==> src/rtl/timer_pkg.sv <==
package timer_pkg;

  typedef enum logic [1:0] {
    CMD_NONE  = 2'b00,
    CMD_START = 2'b01,
    CMD_STOP  = 2'b10,
    CMD_RESET = 2'b11
  } timerCmd_e;

  localparam logic [1:0] ADDR_CNT_LO = 2'd0;
  localparam logic [1:0] ADDR_CNT_HI = 2'd1;
  localparam logic [1:0] ADDR_CTRL   = 2'd2;

  // Strobes from the control unit to the datapath.
  typedef struct packed {
    logic loadLo;
    logic loadHi;
    logic startCnt;
    logic clearAll;
    logic run;
    logic periodic;
  } dpStrobe_t;

endpackage

==> src/rtl/timer_datapath.sv <==
module timer_datapath
  import timer_pkg::*;
#(
  parameter int CNT_W = 16   // 9..16: low byte plus a partial or full high byte
) (
  input  logic       clk,
  input  logic       rst_n,
  input  dpStrobe_t  strb,
  input  logic [7:0] wrData,
  output logic       termHit,
  output logic       waveOut
);

  localparam int HI_W = CNT_W - 8;

  logic [CNT_W-1:0] termCnt;
  logic [CNT_W-1:0] cnt;
  logic [CNT_W-1:0] nEff;
  logic [CNT_W:0]   sumHalf;
  logic [CNT_W-1:0] highLen;

  // Counts below 2 are clamped; the HIGH phase takes the odd clock.
  always_comb begin
    nEff    = (termCnt < CNT_W'(2)) ? CNT_W'(2) : termCnt;
    sumHalf = {1'b0, nEff} + (CNT_W+1)'(1);
    highLen = sumHalf[CNT_W:1];
    termHit = strb.run && (cnt == nEff - CNT_W'(1));
    if (!strb.run)
      waveOut = 1'b1;
    else if (strb.periodic)
      waveOut = (cnt < highLen);
    else
      waveOut = !termHit;
  end

  always_ff @(posedge clk or negedge rst_n) begin
    if (!rst_n) begin
      termCnt <= '0;
      cnt     <= '0;
    end else if (strb.clearAll) begin
      termCnt <= '0;
      cnt     <= '0;
    end else begin
      if (strb.loadLo) termCnt[7:0]       <= wrData;
      if (strb.loadHi) termCnt[CNT_W-1:8] <= wrData[HI_W-1:0];
      if (strb.startCnt)
        cnt <= '0;
      else if (strb.run)
        cnt <= termHit ? '0 : cnt + CNT_W'(1);
    end
  end

endmodule

==> src/rtl/timer_ctrl.sv <==
module timer_ctrl
  import timer_pkg::*;
(
  input  logic       clk,
  input  logic       rst_n,
  input  logic       wrEn,
  input  logic [1:0] wrAddr,
  input  logic [4:0] ctlBits,
  input  logic       ctlRd,
  input  logic       termHit,
  output dpStrobe_t  strb,
  output logic       runFlag,
  output logic       routeOn,
  output logic       irqEnFlag,
  output logic       pendFlag
);

  logic      modePer;
  logic      ctlWr;
  logic      idleCfg;
  logic      startCmd;
  logic      stopCmd;
  logic      resetCmd;
  timerCmd_e cmd;

  always_comb begin
    cmd      = timerCmd_e'(ctlBits[1:0]);
    ctlWr    = wrEn && (wrAddr == ADDR_CTRL);
    idleCfg  = ctlWr && !runFlag;
    startCmd = idleCfg && (cmd == CMD_START);
    stopCmd  = ctlWr && (cmd == CMD_STOP);
    resetCmd = ctlWr && (cmd == CMD_RESET);

    strb.loadLo   = wrEn && (wrAddr == ADDR_CNT_LO) && !runFlag;
    strb.loadHi   = wrEn && (wrAddr == ADDR_CNT_HI) && !runFlag;
    strb.startCnt = startCmd;
    strb.clearAll = resetCmd;
    strb.run      = runFlag;
    strb.periodic = modePer;
  end

  always_ff @(posedge clk or negedge rst_n) begin
    if (!rst_n) begin
      runFlag   <= 1'b0;
      modePer   <= 1'b0;
      irqEnFlag <= 1'b0;
      routeOn   <= 1'b0;
      pendFlag  <= 1'b0;
    end else if (resetCmd) begin
      runFlag   <= 1'b0;
      modePer   <= 1'b0;
      irqEnFlag <= 1'b0;
      routeOn   <= 1'b0;
      pendFlag  <= 1'b0;
    end else begin
      if (idleCfg) begin
        modePer   <= ctlBits[2];
        irqEnFlag <= ctlBits[3];
        routeOn   <= ctlBits[4];
      end
      if (stopCmd)
        runFlag <= 1'b0;
      else if (startCmd)
        runFlag <= 1'b1;
      else if (termHit && !modePer)
        runFlag <= 1'b0;
      // A new timeout wins over a read in the same cycle.
      if (termHit)
        pendFlag <= 1'b1;
      else if (ctlRd)
        pendFlag <= 1'b0;
    end
  end

endmodule

==> src/rtl/interval_timer.sv <==
module interval_timer
  import timer_pkg::*;
#(
  parameter int CNT_W = 16
) (
  input  logic       clk,
  input  logic       rst_n,
  input  logic       wrEn,
  input  logic [1:0] wrAddr,
  input  logic [7:0] wrData,
  input  logic       ctlRd,
  output logic [7:0] rdData,
  output logic       irq,
  output logic       timerOut,
  input  logic       pinCfgOut,
  input  logic       pinCfgLevel,
  output logic       pinOe,
  output logic       pinDrive
);

  dpStrobe_t strb;
  logic      termHit;
  logic      runFlag;
  logic      routeOn;
  logic      irqEnFlag;
  logic      pendFlag;

  timer_ctrl u_ctrl (
    .clk       (clk),
    .rst_n     (rst_n),
    .wrEn      (wrEn),
    .wrAddr    (wrAddr),
    .ctlBits   (wrData[4:0]),
    .ctlRd     (ctlRd),
    .termHit   (termHit),
    .strb      (strb),
    .runFlag   (runFlag),
    .routeOn   (routeOn),
    .irqEnFlag (irqEnFlag),
    .pendFlag  (pendFlag)
  );

  timer_datapath #(.CNT_W(CNT_W)) u_dp (
    .clk     (clk),
    .rst_n   (rst_n),
    .strb    (strb),
    .wrData  (wrData),
    .termHit (termHit),
    .waveOut (timerOut)
  );

  always_comb begin
    irq      = irqEnFlag && pendFlag;
    rdData   = {7'd0, irq};
    pinOe    = routeOn ? 1'b1 : pinCfgOut;
    pinDrive = routeOn ? timerOut : pinCfgLevel;
  end

endmodule

==> config.mk <==
export PLATFORM = sky130hd
export DESIGN_NAME = interval_timer
export DESIGN_NICKNAME = d
export VERILOG_FILES = /design/src/rtl/timer_pkg.sv /design/src/rtl/timer_datapath.sv /design/src/rtl/timer_ctrl.sv /design/src/rtl/interval_timer.sv
export SDC_FILE = /design/constraint.sdc
export NUM_CORES = 1
export LEC_CHECK = 0
export BUFFER_PORTS_ARGS = -buffer_cell sky130_fd_sc_hd__buf_2
export CAP_MARGIN = 10
export CORE_MARGIN = 1.5
export CORE_UTILIZATION = 61
export DETAILED_ROUTE_END_ITERATION = 8
export PLACE_DENSITY = 0.87
export SYNTH_ARGS = -nofsm -noshare
export SYNTH_HDL_FRONTEND = slang
export SYNTH_SLANG_ARGS = --single-unit
==> constraint.sdc <==
create_clock -name clk -period 4.92 [get_ports clk]
set_input_delay 0.738 -clock clk [delete_from_list [all_inputs] [get_ports clk]]
set_output_delay 0.738 -clock clk [all_outputs]
set_load 0.02 [all_outputs]
==> summary.txt, run 1 <==
Timing
  • Post-route setup TNS: 0 ns
  • Fin crit share: 96.2%
  • Slew headroom: 42.5%
  • Max Fclk: 211 MHz
  • Clock Skew: 0.00746 ns
  • Slew Limit Fails: 0
  • Hold_ws: 0.526 ns
  • Minimum clock period: 4.73 ns
  • Slew @ Worst Pin: 0.863 ns
  • Setup-failing EPs final: 0
  • RSZ-0062 raised after global routing: yes
  • Fin. Hold Viols: 0

Setup path
  • Largest stage delay on the critical path: 0.50 ns
  • Element type at the critical path end: output pin
  • Critical path depth: 14
  • Startpoint Class: flop
  • Crit path required time: 4.18 ns
  • Worst path arrival time: 3.99 ns
  • Worst reg-to-reg path cell count: 14
  • Critical path's slowest cell: dfrtp_2
  • CP Cell Sequence: nor4_4, nand4_4, o31ai_4, buf_4, ha_1, nor3b_1, xnor2_1, nand3_1, nor4b_1, o2111ai_1, nand4bb_4, nand2b_1, nand3b_1, buf_2
  • FF-to-FF setup slack: 0.91 ns
  • Largest delay contributor family on the critical path: simple AND/OR/NAND/NOR gates
  • Worst path bufs/invs: 2
  • Worst Path Max Fanout: 9
  • Crit Path Category: reg -> out

GRT
  • Total gr overflow: 0
  • GRT Util Overall: 28.3%
  • Vias in the first global route: 2521
  • Largest net degree at the start of global routing: 38
  • First-pass GRT wire length: 12.3 mm
  • Initial antenna violation count: 0

Detailed routing
  • DRT Pass-1 Iters: 6
  • DRT Wirelength: 8.05 mm
  • Number of routed nets with antenna violations: 0
  • Post-DR wirelength/cell: 17.4 microns
  • Via density: 6.25
  • Remaining DRCs: 0
  • Drt initial violations: 299
  • Via Count: 2888

Cells and area
  • Nets: 425
  • Synth-to-layout area growth: 6.83%
  • Layout cells sized above 1: 15.8%
  • Antenna cells: 0
  • Design Area, Final: 3430 sq um
  • Final Util: 67.5%
  • Most frequent cells in the layout: nand2_1, dfrtp_1, nor2_1
  • Final-layout fill cell count: 407
  • Final instance count without filler cells: 462
  • Most common library cell in the layout ignoring fill and taps: nand2_1

CTS
  • Reg clk slew, reported paths: 0.08 ns
  • Num CTS Buffers: 5
  • Depth of the CTS H-tree: 2
  • Post-CTS Hold Buffers: 0
  • Root Buffer: clkbuf_8
  • CTS tree: done
  • Clock sinks: 37
  • Worst-case clock buffer depth: 2
  • Worst skew pair latency: 0.30 ns

Place
  • Gpl congestion: 0.934
  • Cell Area, Placed: 3270 sq um
  • Placed insts: 449
  • # port buffers: 20
  • DP HPWL: 5.56 mm

Synthesis
  • Ys flop type: dfrtp_1
  • Synthesized cell area: 3210 sq um
  • Mapped Cells: 382
  • FFs w/ async S/R, synth: 100%
  • EDFF count, synth: 0
  • Avg Cell Area, Syn: 8.40 sq um
  • Synth warnings: 0
  • Flops & latches, synth: 37
  • Netlist cell types: 57
  • Sequential cell area fraction in the yosys report: 28.9%

Worst hold path
  • Worst Hold Path Cells: 2
  • HP Class: reg -> reg

Floorplan
  • Die height: 75.5 microns
  • Core box area: 5070 sq um
  • Total die area: 5700 sq um
  • Die W: 75.5 microns
  • Initial core utilization: 63.2%
  • FP Rows: 26
  • I/O pin count: 28

Power
  • Pwr dens: 358 nW/um^2
  • Leakage: 1.47 nW
  • Worst ir drop on vdd: 0.241 mV

Run
  • Max cap viols: 0

Status
  • Status: finished clean
-- per-layer routing --
metal / global-route usage (%) / part of all wire [%] / vias up / routed length, microns
met4: 11.1 / 2.0 / 0 / 159
met2: 41.3 / 47 / 140 / 3760
li1: - / - / 1342 / -
met1: 41.4 / 43 / 1386 / 3480
met5: 0 / 0 / - / 0
met3: 5.29 / 8.1 / 20 / 649
-- layout make-up --
| cell class | instances | area [sq um] | area share, % |
|---|---|---|---|
| multi-input cells | 307 | 2120 | 61.8 |
| flip-flops and latches | 37 | 928 | 27.1 |
| repair buffers | 30 | 173 | 5.04 |
| well taps | 70 | 87.6 | 2.56 |
| clock buffers | 6 | 72.6 | 2.12 |
| inverters | 10 | 37.5 | 1.10 |
| clock inverters | 2 | 10.0 | 0.292 |
-- path summary, 6_finish.rpt --
check / startpoint / endpoint
max: u_dp.termCnt[3] / timerOut
min: u_ctrl.irqEnFlag / u_ctrl.irqEnFlag
min in group asynchronous: rst_n / u_dp.cnt[12]
max reg2reg: u_dp.termCnt[3] / u_dp.cnt[2]
min reg2reg: u_ctrl.irqEnFlag / u_ctrl.irqEnFlag
max in group asynchronous: rst_n / u_dp.termCnt[3]
-- power breakdown --
part	total [mW]	leakage (nW)	switching, mW	internal [mW]
Combinational	0.517	0.942	0.285	0.231
Clock	0.209	0.0450	0.111	0.0982
Sequential	0.501	0.482	0.143	0.358
-- cells in the mapped netlist, types with 6 or more instances --
master	instances	area (sq um)
o21ai_0	10	50.1
nor2_1	27	101
ha_1	18	225
inv_1	10	37.5
nand4_1	9	56.3
nand2_1	44	165
mux2i_1	17	170
or2_2	6	37.5
a21oi_1	17	85.1
clkbuf_1	17	63.8
a31oi_1	8	50.1
nor3_1	11	55.1
xor2_1	20	175
xnor2_1	18	158
dfrtp_1	37	926
buf_4	9	67.6
and3_1	12	75.1
nand3_1	23	115
-- through the flow --
stage / setup WS, ns / total power, mW
final: 0.189 / 1.23
after CTS: 0.0768 / 1.17
after global placement: 0.621 / 0.936
after floorplan: 0.820 / 0.850
after detailed placement: 0.414 / 0.958
after global routing: -0.0647 / 1.30
-- worst reg2reg max path: stages, from the launching register on --
cell       delay [ns]
dfrtp_2          0.50
nor4_4           0.47
nand4_4          0.19
o31ai_4          0.27
buf_4            0.16
ha_1             0.25
nor3b_1          0.34
xnor2_1          0.17
nand3_1          0.10
nor4b_1          0.37
o2111ai_1        0.21
nand4bb_4        0.29
buf_4            0.25
a31oi_1          0.22
mux2i_1          0.11
-- sequential cells by signal, indices dropped and copies added (netlist names) --
signal	count
u_ctrl.runFlag	1
u_ctrl.modePer	1
u_ctrl.routeOn	1
u_ctrl.pendFlag	1
u_dp.termCnt	16
u_ctrl.irqEnFlag	1
u_dp.cnt	16
-- cell families after synthesis --
kind of cell,synth area share [%]
adders and majority gates,7.02
muxes,5.30
buffers and inverters,7.10
xor gates and xnor gates,10.4
and+or+nand+nor,28.9
AOI/OAI and AO/OA,12.3
DFF,28.9
other,0.117
-- timing repair --
action,in CTS,in global routing
setup buffers,0,4
resized for setup,0,8
setup endpoints to repair,0,2
(Power assumes the default switching activity.)
==> run 2, diff against run 1 <==
- CELL_PAD_IN_SITES_DETAIL_PLACEMENT: unset -> 2
- CELL_PAD_IN_SITES_GLOBAL_PLACEMENT: unset -> 2
- CORE_UTILIZATION: 61 -> 37
==> run 2 against run 1 <==
Net effect:
- total power is 5.6% higher
- core utilization down 25 points
- sequential power is 3% lower
- critical path depth did not move
- via count up 3.5%
- clock skew is 0.0017 ns higher
- critical path type unchanged
- flip-flop and latch count is the same
- critical endpoint unchanged
==> summary.txt, run 2 (same netlist as run 1, synthesis figures left out) <==
Floorplan
  • Die W: 96.1 microns (was 75.5 microns)
  • Total die area: 9240 sq um (was 5700 sq um)
  • Initial core utilization: 38.7% (was 63.2%)
  • FP Rows: 33 (was 26)
  • Die height: 96.1 microns (was 75.5 microns)
  • Core box area: 8300 sq um (was 5070 sq um)
  • I/O pin count: 28 (unchanged)

Cells and area
  • Final instance count without filler cells: 502 (was 462)
  • Multi-input combinational cell area: 2130 sq um (was 2120 sq um)
  • Synth-to-layout area growth: 9.59% (was 6.83%)
  • Nets: 429 (was 425)
  • Most common library cell in the layout ignoring fill and taps: nand2_1 (unchanged)
  • Final-layout fill cell count: 945 (was 407)
  • Layout cells sized above 1: 17.4% (was 15.8%)
  • Seq. cell area: 928 sq um (unchanged)
  • Top flop regs: u_dp.cnt: 16 flops, u_dp.termCnt: 16 flops (unchanged)
  • Most frequent cells in the layout: nand2_1, dfrtp_1, nor2_1 (unchanged)

Power
  • Leakage: 1.49 nW (was 1.47 nW)
  • Worst ir drop on vdd: 0.124 mV (was 0.241 mV)
  • Pwr dens: 369 nW/um^2 (was 358 nW/um^2)

Timing
  • Slew Limit Fails: 0 (unchanged)
  • Setup-failing EPs final: 0 (unchanged)
  • Minimum clock period: 4.66 ns (was 4.73 ns)
  • Slew @ Worst Pin: 0.942 ns (was 0.863 ns)
  • Post-route setup TNS: 0 ns (unchanged)
  • Max Fclk: 215 MHz (was 211 MHz)
  • Hold_ws: 0.552 ns (was 0.526 ns)
  • Fin. Hold Viols: 0 (unchanged)
  • Final worst slack: 0.260 ns (was 0.189 ns)
  • Fin crit share: 94.7% (was 96.2%)
  • Slew headroom: 37.2% (was 42.5%)
  • Clock Skew: 0.00919 ns (was 0.00746 ns)
  • RSZ-0062 raised after global routing: no (was yes)

Detailed routing
  • DRT Wirelength: 11.5 mm (was 8.05 mm)
  • Post-DR wirelength/cell: 22.9 microns (was 17.4 microns)
  • Via Count: 2989 (was 2888)
  • Number of routed nets with antenna violations: 0 (unchanged)
  • DRT Pass-1 Iters: 4 (was 6)
  • Remaining DRCs: 0 (unchanged)
  • Via density: 5.95 (was 6.25)
  • Drt initial violations: 103 (was 299)

Setup path
  • Crit Path Category: reg -> out (unchanged)
  • Crit path required time: 4.18 ns (about the same)
  • Reg2Reg Launch Point: u_dp.termCnt[5] (was u_dp.termCnt[3])
  • Worst reg-to-reg path cell count: 14 (unchanged)
  • CP Cell Sequence: nor4_4, nand4_4, o31ai_4, buf_4, ha_1, nor2b_1, nand3_1, nor3b_1, xnor2_1, o2111a_1, nand4bb_4, nand2b_1, nand3b_1, buf_2 (was nor4_4, nand4_4, o31ai_4, buf_4, ha_1, nor3b_1, xnor2_1, nand3_1, nor4b_1, o2111ai_1, nand4bb_4, nand2b_1, nand3b_1, buf_2)
  • Largest stage delay on the critical path: 0.50 ns (about the same)
  • Worst path arrival time: 3.92 ns (was 3.99 ns)
  • Element type at the critical path end: output pin (unchanged)
  • Startpoint Class: flop (unchanged)
  • Worst Path Max Fanout: 8 (was 9)
  • Crit path from: u_dp.termCnt[5] (was u_dp.termCnt[3])
  • Critical path's slowest cell: dfrtp_2 (unchanged)

Worst hold path
  • HP Class: reg -> reg (unchanged)
  • HP Start: u_ctrl.pendFlag (was u_ctrl.irqEnFlag)
  • Worst Hold Path Cells: 2 (unchanged)

GRT
  • Total gr overflow: 0 (unchanged)
  • First-pass GRT wire length: 17.3 mm (was 12.3 mm)
  • Largest net degree at the start of global routing: 38 (unchanged)
  • Initial antenna violation count: 1 (was 0)
  • Vias in the first global route: 3215 (was 2521)
  • GRT Util Overall: 25.2% (was 28.3%)

CTS
  • Clock sinks: 37 (unchanged)
  • Worst-case clock buffer depth: 2 (unchanged)
  • Worst skew pair latency: 0.30 ns (about the same)
  • Root Buffer: clkbuf_8 (unchanged)
  • Reg clk slew, reported paths: 0.09 ns (was 0.08 ns)
  • Num CTS Buffers: 5 (unchanged)
  • CTS tree: done (unchanged)
  • Depth of the CTS H-tree: 2 (unchanged)

Place
  • Placed insts: 489 (was 449)
  • Gpl congestion: 0.832 (was 0.934)
  • # port buffers: 20 (unchanged)
  • DP HPWL: 8.35 mm (was 5.56 mm)
  • Pre-CTS setup slack: 0.211 ns (was 0.414 ns)

Run
  • Max cap viols: 0 (unchanged)

Status
  • Status: finished clean (unchanged)
run 2: cell types whose count changed in the layout (fill, tap and decap cells not counted), sizes merged:
cell   previous run  this run
diode             0         1
buf              29        33
run 2: worst max-delay path: cells and delay by family, from the launching register on:
family | cells | cell delay (ns)
buf+inv | 2 | 0.36
fa+ha+maj | 1 | 0.22
xor+xnor | 1 | 0.19
simple gates | 8 | 1.79
compound gates | 2 | 0.56
flops | 1 | 0.50
run 2: final timing paths:
path	slack [ns]	end
max	0.26	timerOut
min reg2reg	0.55	u_ctrl.pendFlag
min	0.55	u_ctrl.pendFlag
min in group asynchronous	0.57	u_dp.cnt[1]
max in group asynchronous	3.69	u_dp.termCnt[4]
max reg2reg	1.00	u_ctrl.runFlag
run 2: through the flow:
stage | utilization (%) | total power [mW] | cell area, sq um
after floorplan | - | 0.850 | 3230
after detailed placement | 40.4 | 1.03 | 3350
final | 42.4 | 1.30 | 3520
after global placement | 40.4 | 0.976 | 3350
after CTS | 41.6 | 1.26 | 3450
after global routing | 42.4 | 1.37 | 3520
run 2: cell type report:
class	instances	area share, %
Multi-Input combinational cell	307	60.6
Sequential cell	37	26.4
Timing Repair Buffer	34	5.77
Tap cell	105	3.74
Clock buffer	6	2.06
Inverter	10	1.07
Clock inverter	2	0.285
Antenna cell	1	0.0712
run 2: repair_timing:
action | in CTS | in global routing
setup buffers | 1 | 2
hold buffers | 0 | 0
pin swaps | 2 | 4
endpoints found under the setup margin | 2 | 2
resized for setup | 2 | 11
run 2: power breakdown:
group	total, mW	switching [mW]	internal, mW
Sequential	0.488	0.130	0.358
Combinational	0.587	0.342	0.244
Clock	0.221	0.123	0.0986
run 2: per-layer routing:
| metal | track usage [%] | wire, microns |
|---|---|---|
| met3 | 3.32 | 393 |
| met5 | 0 | 0 |
| met1 | 30.8 | 4830 |
| met2 | 43.3 | 5870 |
| met4 | 12.1 | 431 |
